--- src/rtl/rdtimer_pkg.sv ---
package rdtimer_pkg;

  localparam int DATA_W = 32;
  localparam int ADDR_W = 5;
  localparam int PRE_W  = 12;

  localparam logic [ADDR_W-1:0] OFS_CTRL = 5'h00;
  localparam logic [ADDR_W-1:0] OFS_STAT = 5'h04;
  localparam logic [ADDR_W-1:0] OFS_LOAD = 5'h08;
  localparam logic [ADDR_W-1:0] OFS_CMP  = 5'h0C;
  localparam logic [ADDR_W-1:0] OFS_CNT  = 5'h10;

  // control bit positions that the write path decodes directly
  localparam int B_RUN  = 0;
  localparam int B_LDON = 1;
  localparam int B_SRST = 16;
  localparam int B_FLAG = 0;

  typedef struct packed {
    logic [1:0]       clk_sel;
    logic [1:0]       out_mode;
    logic [3:0]       lp_en;
    logic             ovw;
    logic [PRE_W-1:0] presc;
    logic             reload;
    logic             irq_en;
    logic             load_on_en;
    logic             run;
  } ctrl_t;

  function automatic logic [DATA_W-1:0] pack_ctrl(input ctrl_t c, input logic busy);
    return {6'b0, c.clk_sel, c.out_mode, c.lp_en, c.ovw, busy,
            c.presc, c.reload, c.irq_en, c.load_on_en, c.run};
  endfunction

  function automatic ctrl_t unpack_ctrl(input logic [25:0] w);
    ctrl_t c;
    c.run        = w[0];
    c.load_on_en = w[1];
    c.irq_en     = w[2];
    c.reload     = w[3];
    c.presc      = w[15:4];
    c.ovw        = w[17];
    c.lp_en      = w[21:18];
    c.out_mode   = w[23:22];
    c.clk_sel    = w[25:24];
    return c;
  endfunction

endpackage

--- src/rtl/rdtimer_bus.sv ---
module rdtimer_bus #(
  parameter int DATA_W = 32
) (
  input  logic              clk,
  input  logic              rst_n,
  input  logic              req_valid,
  output logic              req_ready,
  input  logic              req_write,
  output logic              rsp_valid,
  input  logic              rsp_ready,
  output logic [DATA_W-1:0] rsp_rdata,
  input  logic [DATA_W-1:0] rd_data,
  output logic              wr_en
);

  logic              rsp_valid_q;
  logic [DATA_W-1:0] rsp_data_q;
  logic              accept;
  logic              rd_en;

  assign req_ready = !rsp_valid_q || rsp_ready;
  assign accept    = req_valid && req_ready;
  assign wr_en     = accept && req_write;
  assign rd_en     = accept && !req_write;

  always_ff @(posedge clk or negedge rst_n) begin
    if (!rst_n) begin
      rsp_valid_q <= 1'b0;
      rsp_data_q  <= '0;
    end else if (rd_en) begin
      rsp_valid_q <= 1'b1;
      rsp_data_q  <= rd_data;
    end else if (rsp_ready) begin
      rsp_valid_q <= 1'b0;
    end
  end

  assign rsp_valid = rsp_valid_q;
  assign rsp_rdata = rsp_data_q;

endmodule

--- src/rtl/rdtimer_presc.sv ---
module rdtimer_presc #(
  parameter int PRE_W = 12
) (
  input  logic             clk,
  input  logic             rst_n,
  input  logic             run,
  input  logic [PRE_W-1:0] div,
  output logic             tick
);

  logic [PRE_W-1:0] phase_q;

  // phase restarts from zero whenever the timer is stopped
  assign tick = run && (phase_q >= div);

  always_ff @(posedge clk or negedge rst_n) begin
    if (!rst_n)       phase_q <= '0;
    else if (!run)    phase_q <= '0;
    else if (tick)    phase_q <= '0;
    else              phase_q <= phase_q + PRE_W'(1);
  end

endmodule

--- src/rtl/rdtimer_count.sv ---
module rdtimer_count #(
  parameter int CNT_W = 32
) (
  input  logic             clk,
  input  logic             rst_n,
  input  logic             clr,
  input  logic             ovw,
  input  logic [CNT_W-1:0] ovw_val,
  input  logic             en_load,
  input  logic [CNT_W-1:0] load_val,
  input  logic [CNT_W-1:0] cmp_val,
  input  logic             tick,
  input  logic             reload,
  output logic [CNT_W-1:0] count,
  output logic             hit
);

  logic [CNT_W-1:0] cnt_q;
  logic [CNT_W-1:0] nxt;
  logic             step;

  assign nxt  = (cnt_q == '0) ? (reload ? load_val : '1) : cnt_q - CNT_W'(1);
  assign step = tick && !clr && !ovw && !en_load;
  assign hit  = step && (nxt == cmp_val);

  always_ff @(posedge clk or negedge rst_n) begin
    if (!rst_n)       cnt_q <= '0;
    else if (clr)     cnt_q <= '0;
    else if (ovw)     cnt_q <= ovw_val;
    else if (en_load) cnt_q <= load_val;
    else if (step)    cnt_q <= nxt;
  end

  assign count = cnt_q;

endmodule

--- src/rtl/rdtimer_regs.sv ---
module rdtimer_regs
  import rdtimer_pkg::*;
#(
  parameter int CNT_W = 32
) (
  input  logic              clk,
  input  logic              rst_n,
  input  logic              wr_en,
  input  logic [ADDR_W-1:0] addr,
  input  logic [DATA_W-1:0] wdata,
  input  logic              hit,
  input  logic [CNT_W-1:0]  count,
  output ctrl_t             ctrl,
  output logic [CNT_W-1:0]  load_val,
  output logic [CNT_W-1:0]  cmp_val,
  output logic              flag,
  output logic              srst_busy,
  output logic              cnt_clr,
  output logic              cnt_ovw,
  output logic              cnt_en_load,
  output logic [DATA_W-1:0] rd_data
);

  ctrl_t            ctrl_q;
  logic             srst_q;
  logic             flag_q;
  logic [CNT_W-1:0] load_q;
  logic [CNT_W-1:0] cmp_q;
  logic             wr_ok;
  logic             w_ctrl, w_stat, w_load, w_cmp;
  logic             do_srst;
  logic             unused_hi;

  assign unused_hi = ^wdata[DATA_W-1:26];

  // every write is dropped during the soft reset cycle
  assign wr_ok   = wr_en && !srst_q;
  assign w_ctrl  = wr_ok && (addr == OFS_CTRL);
  assign w_stat  = wr_ok && (addr == OFS_STAT);
  assign w_load  = wr_ok && (addr == OFS_LOAD);
  assign w_cmp   = wr_ok && (addr == OFS_CMP);
  assign do_srst = w_ctrl && wdata[B_SRST];

  always_ff @(posedge clk or negedge rst_n) begin
    if (!rst_n) begin
      ctrl_q <= '0;
      srst_q <= 1'b0;
      flag_q <= 1'b0;
      load_q <= '0;
      cmp_q  <= '0;
    end else begin
      srst_q <= do_srst;
      if (w_ctrl) ctrl_q <= do_srst ? '0 : unpack_ctrl(wdata[25:0]);
      if (w_load) load_q <= wdata[CNT_W-1:0];
      if (w_cmp)  cmp_q  <= wdata[CNT_W-1:0];
      if (do_srst)                       flag_q <= 1'b0;
      else if (hit)                      flag_q <= 1'b1;
      else if (w_stat && wdata[B_FLAG])  flag_q <= 1'b0;
    end
  end

  assign cnt_clr     = do_srst;
  assign cnt_ovw     = w_load && ctrl_q.ovw;
  assign cnt_en_load = w_ctrl && !wdata[B_SRST] && wdata[B_RUN] && wdata[B_LDON] && !ctrl_q.run;

  always_comb begin
    case (addr)
      OFS_CTRL: rd_data = pack_ctrl(ctrl_q, srst_q);
      OFS_STAT: rd_data = {{(DATA_W-1){1'b0}}, flag_q};
      OFS_LOAD: rd_data = DATA_W'(load_q);
      OFS_CMP:  rd_data = DATA_W'(cmp_q);
      OFS_CNT:  rd_data = DATA_W'(count);
      default:  rd_data = '0;
    endcase
  end

  assign ctrl      = ctrl_q;
  assign load_val  = load_q;
  assign cmp_val   = cmp_q;
  assign flag      = flag_q;
  assign srst_busy = srst_q;

endmodule

--- src/rtl/rdtimer.sv ---
module rdtimer
  import rdtimer_pkg::*;
#(
  parameter int CNT_W = 32
) (
  input  logic              clk,
  input  logic              rst_n,
  input  logic              req_valid,
  output logic              req_ready,
  input  logic              req_write,
  input  logic [ADDR_W-1:0] req_addr,
  input  logic [DATA_W-1:0] req_wdata,
  output logic              rsp_valid,
  input  logic              rsp_ready,
  output logic [DATA_W-1:0] rsp_rdata,
  output logic              irq
);

  ctrl_t             ctrl_q;
  logic              wr_en;
  logic [DATA_W-1:0] rd_data;
  logic [CNT_W-1:0]  load_val, cmp_val, count;
  logic              flag, srst_busy, cnt_clr, cnt_ovw, cnt_en_load;
  logic              tick, hit;
  logic              ctl_run, ctl_ie;

  assign ctl_run = ctrl_q.run;
  assign ctl_ie  = ctrl_q.irq_en;

  rdtimer_bus #(.DATA_W(DATA_W)) u_bus (
    .clk(clk), .rst_n(rst_n),
    .req_valid(req_valid), .req_ready(req_ready), .req_write(req_write),
    .rsp_valid(rsp_valid), .rsp_ready(rsp_ready), .rsp_rdata(rsp_rdata),
    .rd_data(rd_data), .wr_en(wr_en)
  );

  rdtimer_regs #(.CNT_W(CNT_W)) u_regs (
    .clk(clk), .rst_n(rst_n), .wr_en(wr_en), .addr(req_addr), .wdata(req_wdata),
    .hit(hit), .count(count), .ctrl(ctrl_q), .load_val(load_val), .cmp_val(cmp_val),
    .flag(flag), .srst_busy(srst_busy), .cnt_clr(cnt_clr), .cnt_ovw(cnt_ovw),
    .cnt_en_load(cnt_en_load), .rd_data(rd_data)
  );

  rdtimer_presc #(.PRE_W(PRE_W)) u_presc (
    .clk(clk), .rst_n(rst_n), .run(ctl_run), .div(ctrl_q.presc), .tick(tick)
  );

  rdtimer_count #(.CNT_W(CNT_W)) u_count (
    .clk(clk), .rst_n(rst_n), .clr(cnt_clr), .ovw(cnt_ovw), .ovw_val(req_wdata[CNT_W-1:0]),
    .en_load(cnt_en_load), .load_val(load_val), .cmp_val(cmp_val), .tick(tick),
    .reload(ctrl_q.reload), .count(count), .hit(hit)
  );

  assign irq = flag && ctl_ie;

endmodule

--- config.mk ---
export PLATFORM = sky130hd
export DESIGN_NAME = rdtimer
export DESIGN_NICKNAME = d
export VERILOG_FILES = /design/src/rtl/rdtimer_pkg.sv /design/src/rtl/rdtimer_bus.sv /design/src/rtl/rdtimer_presc.sv /design/src/rtl/rdtimer_count.sv /design/src/rtl/rdtimer_regs.sv /design/src/rtl/rdtimer.sv
export SDC_FILE = /design/constraint.sdc
export NUM_CORES = 1
export LEC_CHECK = 0
export ABC_AREA = 0
export BUFFER_PORTS_ARGS = -buffer_cell sky130_fd_sc_hd__buf_2
export CAP_MARGIN = 20
export CORE_ASPECT_RATIO = 0.5
export CORE_MARGIN = 3
export CORE_UTILIZATION = 60
export CTS_BUF_LIST = sky130_fd_sc_hd__clkbuf_8 sky130_fd_sc_hd__clkbuf_16
export DETAILED_ROUTE_END_ITERATION = 8
export PLACE_DENSITY_LB_ADDON = 0.25
export SKIP_CTS_REPAIR_TIMING = 1
export SYNTH_ARGS = -nofsm -noshare
export SYNTH_HDL_FRONTEND = slang
export SYNTH_HIERARCHICAL = 1
export SYNTH_SLANG_ARGS = --single-unit
export TNS_END_PERCENT = 1
--- constraint.sdc ---
create_clock -name clk -period 3.75 [get_ports clk]
set_input_delay 0 -clock clk [delete_from_list [all_inputs] [get_ports clk]]
set_output_delay 0 -clock clk [all_outputs]
set_load 0.01 [all_outputs]
# Word level (Yosys, flattened, before mapping)
# Cells that the tools add are included.
[word_totals] wordCells=75 n_memories=0 input_bits=42 output_inout_bits=35 regBits=168 latch_bits=0 rom_bits=0 ram_bits=0
[classes] muxes=15 shift=0 n_addsub=2 n_lt_le_gt_ge=1 div=0 eq_ne=5 bitwise=0 multipliers=0 n_reduce_logical=35
[op_table] operator="32-bit two-way mux" count=6
[op_table] operator="32-bit case mux with 5 select lines" count=1
[op_table] operator="32-bit == test" count=1
[op_table] operator="32-bit logical NOT" count=1
[op_table] operator="32-bit by 1-bit subtractor with 32-bit output, second input constant" count=1
[op_table] operator="25-bit two-way mux" count=1
[op_table] operator="12-bit two-way mux" count=2
[op_table] operator="1-bit logical AND" count=21
[op_table] operator="12-bit by 1-bit adder with 12-bit output, second input constant" count=1
[op_table] operator="12-bit greater-or-equal comparator" count=1
[op_table] operator="5-bit by 4-bit == test with 1-bit output, second input constant" count=2
[op_table] operator="1-bit logical NOT" count=8
[op_table] operator="5-bit by 3-bit == test with 1-bit output, second input constant" count=1
[op_table] operator="5-bit == test, second input constant" count=1
[op_table] operator="5-bit logical NOT" count=1
[op_table] operator="1-bit two-way mux" count=5
[op_table] operator="4-bit nonzero test" count=1
[op_table] operator="3-bit nonzero test" count=1
[op_table] operator="2-bit nonzero test" count=1
[op_table] operator="1-bit logical OR" count=1

# Longest topological paths before layout
[depth] ltp_word=16 ltp_mapped=15 ltp_nobuf=13

# By module
# Netlist, hierarchy kept.
[by_module_without_submodules] module="rdtimer_regs" area_each_um2=4774.6 seq_area_each_um2=2277.2 instances=1 cells_per_inst=379
[by_module_without_submodules] module="rdtimer_count" area_each_um2=3417.0 seq_area_each_um2=800.8 instances=1 cells_per_inst=477
[by_module_without_submodules] module="rdtimer_bus" area_each_um2=1422.6 seq_area_each_um2=825.8 instances=1 cells_per_inst=74
[by_module_without_submodules] module="rdtimer_presc" area_each_um2=930.9 seq_area_each_um2=300.3 instances=1 cells_per_inst=101
[by_module_without_submodules] module="rdtimer" area_each_um2=6.3 seq_area_each_um2=0.0 instances=1 cells_per_inst=1

# Worst setup path after synthesis
# Ideal clock, no wire load.
[synth_timing] kind="register to register" from="register u_count.cnt_q[0], in the netlist u_count/count[0]" to="register u_regs.flag_q, in the netlist u_regs/flag" setup_ps=86 period_less_slack_ps=3450 t_required_ps=3664 path_stages_with_launch=14 arrival_time_ps=3365 setup_slack_ps=300 n_path_buf=0 path_cell_list="dfrtp_1 -> inv_1 -> ha_1 -> or4b_2 -> or4_1 -> nor2_1 -> xor2_1 -> o21ai_0 -> o21ai_0 -> or4_1 -> nor4b_1 -> and4_1 -> inv_1 -> a32oi_1"
[synth_via] elab_chain_len=6 word_cells_on_any_way=8 cone_classes="add/sub: 1; eq/ne: 1; mux: 3; reduce/logical: 3"
[synth_lines] item="start, declared" line_no="rdtimer_count.sv:18" rtl="logic [CNT_W-1:0] cnt_q;"
[synth_lines] item="start signal, assigned" line_no="rdtimer_count.sv:29" rtl="else if (ovw) cnt_q <= ovw_val;"
[synth_lines] item="start signal, assigned" line_no="rdtimer_count.sv:30" rtl="else if (en_load) cnt_q <= load_val;"
[synth_lines] item="start signal, assigned" line_no="rdtimer_count.sv:31" rtl="else if (step) cnt_q <= nxt;"
[synth_lines] item="32-bit by 1-bit subtractor with 32-bit output / 32-bit logical NOT (equally long branches)" line_no="rdtimer_count.sv:22" rtl="assign nxt = (cnt_q == '0) ? (reload ? load_val : '1) : cnt_q - CNT_W'(1);"
[synth_lines] item="32-bit two-way mux *" line_no="rdtimer_count.sv:22"
[synth_lines] item="32-bit == test *" line_no="rdtimer_count.sv:24" rtl="assign hit = step && (nxt == cmp_val);"
[synth_lines] item="1-bit logical AND *" line_no="rdtimer_count.sv:24"
[synth_lines] item="net hit" line_no="rdtimer.sv:24" rtl="logic tick, hit;"
[synth_lines] item="1-bit two-way mux" line_no="rdtimer_regs.sv:57" rtl="else if (hit) flag_q <= 1'b1;"
[synth_lines] item="1-bit two-way mux" line_no="rdtimer_regs.sv:56" rtl="if (do_srst) flag_q <= 1'b0;"
[synth_lines] item="end signal, assigned" line_no="rdtimer_regs.sv:56"
[synth_lines] item="end signal, assigned" line_no="rdtimer_regs.sv:57"
[synth_lines] item="end signal, assigned" line_no="rdtimer_regs.sv:58" rtl="else if (w_stat && wdata[B_FLAG]) flag_q <= 1'b0;"
[synth_lines] item="end, declared" line_no="rdtimer_regs.sv:26" rtl="logic flag_q;"
# Mark *: on every way through the listed nets, which the timed path passes. The rest lies on a longest branch.
# A chain may end at the register's enable or synchronous reset.

# Worst setup path after layout
[layout_timing] from="register u_count.cnt_q[9], in the netlist u_count/count[9]" to="register u_regs.flag_q, in the netlist u_regs/flag"
# Same word-level chain as after synthesis.

==> metrics.md <==
| Metric | Value |
|---|---|
| Clock latency on the worst-skew pair | 0.44 ns |
| Design area | 0.0125 mm² |
| I/O pins | 77 |
| Critical path arrival | 3.91 ns |
| R2R Setup Slk | 0.19 ns |
| Initial antenna violation count | 0 |
| Post-synth EDFFs | 0 |
| Worst path depth | 14 |
| Final global-route overflow total | 0 |
| Setup TNS Final | 0 ns |
| Worst endpoint required time | 4.10 ns |
| GRT Overall Usage | 40.1% |
| Crit end category | flop |
| Multi-input gate area | 0.00582 mm² |
| Leakage | 0.00579 µW |
| Minimum clock period | 3.56 ns |
| Setup violations, final | 0 |
| Area growth syn-to-layout | 18.3% |
| DRC | 0 |
| Final worst path period share | 94.9% |
| Syn nets | 1089 |
| Sequential area share after synthesis | 39.8% |
| Antenna Cells | 0 |
| Buf/Inv on CP | 4 |
| Initial Util | 62.8% |
| Post-Synthesis Cells | 1032 |
| Largest net degree at the start of global routing | 79 |
| MaxCap Viol Count | 0 |
| Worst Setup EP | u_regs/flag |
| F_max | 281 MHz |
| Root Driver | clkbuf_16 |
| Crit Path Max Fanout | 14 |
| DIE HEIGHT | 99.8 µm |
| Clock buffer depth | 2 |
| Die area | 0.0193 mm² |
| Reg2Reg Depth | 14 |
| Min-delay src | req_wdata[0] |
| Kind of cell adding the most delay to the critical path | simple AND/OR/NAND/NOR gates |
| Cts bufs inserted | 17 |
| Most used flip-flop cell after synthesis | dfrtp_1 |
| Placed cell area | 0.0115 mm² |
| Largest stage delay on the critical path | 0.48 ns |
| Unique masters post-synth | 81 |
| IO buf count | 76 |
| Register bit total from synthesis | 168 |
| H-tree depth | 4 |
| # fillers | 1106 |
| CTS tree | yes |
| Drt wl/cell | 28.4 µm |
| First-pass GRT wire length | 58.5 mm |
| Vias in the first global route | 9485 |
| Clock slew at reported path FFs | 0.07 ns |
| Pwr per Cell Area | 616 mW/mm² |
| CP startpoint | u_count/count[9] |
| Worst slew pin tran | 0.911 ns |
| DRT Wirelength | 40.2 mm |
| Iteration-0 DRC Markers | 1363 |
| Worst Skew | 0.0143 ns |
| RePlAce Congestion | 0.999 |
| Vias per inst | 7.03 |
| Cell repeated most along the worst path | buf_4 |
| Worst r2r src | u_count/count[9] |
| RSZ-0062 raised after global routing | no |
| Total core area | 0.0168 mm² |
| Setup ws final | 0.193 ns |
| Layout cells sized above 1 | 28.3% |
| Peak VDD IR | 389 µV |
| Via count | 9960 |
| Async SR Flop Fraction | 100% |
| CP Class | flop to flop |
| Fin. Hold Viols | 0 |
| FP Rows | 33 |
| Slew Viols, Final | 0 |
| Drt pass-1 iters | 5 |
| DPL Wire Length | 27.6 mm |
| Final nets | 1234 |
| Reg-to-reg endpoint | u_regs/flag |
| Mean area per synthesized cell | 10.2 µm² |
| Clock sink total | 168 |
| Rel. slew slack | 39.1% |
| Status | complete, no violations |
| HP Class | primary input to flop |
| Hold_ws | 0.00592 ns |
| Highest-delay cell along the critical path | or3_4 |
| Synthesized area | 0.0106 mm² |
| Startpoint Class | flop |
| Antenna Violating Nets Remaining | 0 |
| Die width | 194 µm |
| Ys Warns | 6 |
| Pre-CTS setup slack | 0.108 ns |
| CP Cell Sequence | nor4_1 > buf_4 > nand3_1 > buf_4 > or3_4 > buf_4 > or3_1 > o21ai_1 > xnor2_1 > or3_1 > nor4_1 > and4_1 > inv_1 > a32oi_1 |
| Register area | 0.00420 mm² |
==> cells in the mapped netlist (all sizes together), types with 26 or more instances <==
| library cell | number | area, µm² |
|---|---|---|
| a21oi | 41 | 205 |
| clkbuf | 44 | 165 |
| nor2 | 42 | 158 |
| a221o | 30 | 300 |
| inv | 44 | 165 |
| dfrtp | 168 | 4200 |
| o21ai | 57 | 285 |
| xnor2 | 28 | 245 |
| nand2 | 71 | 272 |
| mux2 | 121 | 1510 |
| o22ai | 28 | 175 |
| nor3 | 26 | 146 |
| a22o | 32 | 280 |
| nor2b | 27 | 176 |
| buf | 28 | 258 |
==> placed cells by master, fill, tap and decap left out, types with 7 or more instances in the layout <==
cell and n:
a211oi_1 15, a21oi_1 41, a221o_1 30, a22o_1 32
a31oi_1 8, and3_1 10, buf_2 75, buf_4 87
clkbuf_16 17, dfrtp_1 168, dlygate4sd3_1 34, ha_1 15
inv_1 43, inv_6 7, mux2_1 39, mux2_2 42
mux2_4 40, nand2_1 69, nand3_1 12, nand3b_1 25
nand4_1 7, nor2_1 39, nor2b_1 26, nor3_1 23
nor4_1 15, o21ai_0 53, o22ai_1 28, or3_1 11
or3b_2 23, xnor2_1 28, xor2_1 16
==> flip-flops by register name, summed over array words and instances (netlist names) <==
name	count
u_regs/load_val	32
u_regs/ctrl	25
u_regs/flag	1
u_regs/srst_busy	1
u_count/count	32
u_bus/rsp_valid	1
u_regs/cmp_val	32
u_presc/phase_q	12
u_bus/rsp_rdata	32
==> cell families (layout without fill, tap and decap cells) <==
kind of cell	after synthesis	count (layout)	share of synthesized area, %
and+or+nand+nor	312	312	17.6
AOI/OAI and AO/OA	253	253	17.0
DFF	168	168	39.8
muxes	124	124	14.6
buffers and inverters	116	274	5.57
xor gates and xnor gates	44	44	3.65
adders and majority gates	15	15	1.78
==> worst reg2reg max path, cell delays in order, from the launching register on <==
cell and delay (ns):
dfrtp_1 0.46, nor4_1 0.38, buf_4 0.20, nand3_1 0.07, buf_4 0.19, or3_4 0.48
buf_4 0.19, or3_1 0.31, o21ai_1 0.11, xnor2_1 0.10, or3_1 0.37, nor4_1 0.21
and4_1 0.21, inv_1 0.04, a32oi_1 0.14
==> where the power goes <==
part | total, µW | internal, µW | switching, µW
logic | 3350 | 1460 | 1890
clock network | 1870 | 1010 | 862
registers | 2460 | 2070 | 390
==> how the worst min path moves through the flow <==
stage	slack, ns	to	depth (start not counted)
6_report	0.006	u_regs/load_val[0]	2
5_1_grt	0.003	u_regs/load_val[0]	2
4_1_cts	-0.41	u_bus/rsp_rdata[25]	1
3_5_place_dp	0.05	u_bus/rsp_rdata[25]	1
3_3_place_gp	0.02	u_bus/rsp_rdata[24]	1
2_1_floorplan	-0.30	u_bus/rsp_rdata[0]	0
==> metal layers <==
metal	track usage, %	routed length, µm	vias up
li1	-	-	4124
met1	58.5	16400	4873
met2	59.5	17100	811
met3	9.93	5210	152
met4	12.3	1450	0
met5	0	0	-
==> through the flow <==
step / util, % / std cells / power [µW]
after detailed placement: 68.4 / 1351 / 5560
after global placement: 68.4 / 1351 / 5480
final: 74.2 / 1417 / 7680
after global routing: 74.2 / 1417 / 7980
after floorplan: - / 1032 / 4170
after CTS: 72.0 / 1383 / 7410
==> final cells by class <==
cell class / count / share of cell area [%]
Timing Repair Buffer: 198 / 11.2
Multi-Input combinational cell: 748 / 46.7
Clock buffer: 17 / 3.41
Clock inverter: 15 / 1.42
Inverter: 44 / 1.32
Sequential cell: 168 / 33.7
Tap cell: 227 / 2.28
No activity file was read; power rests on OpenSTA's default activity.
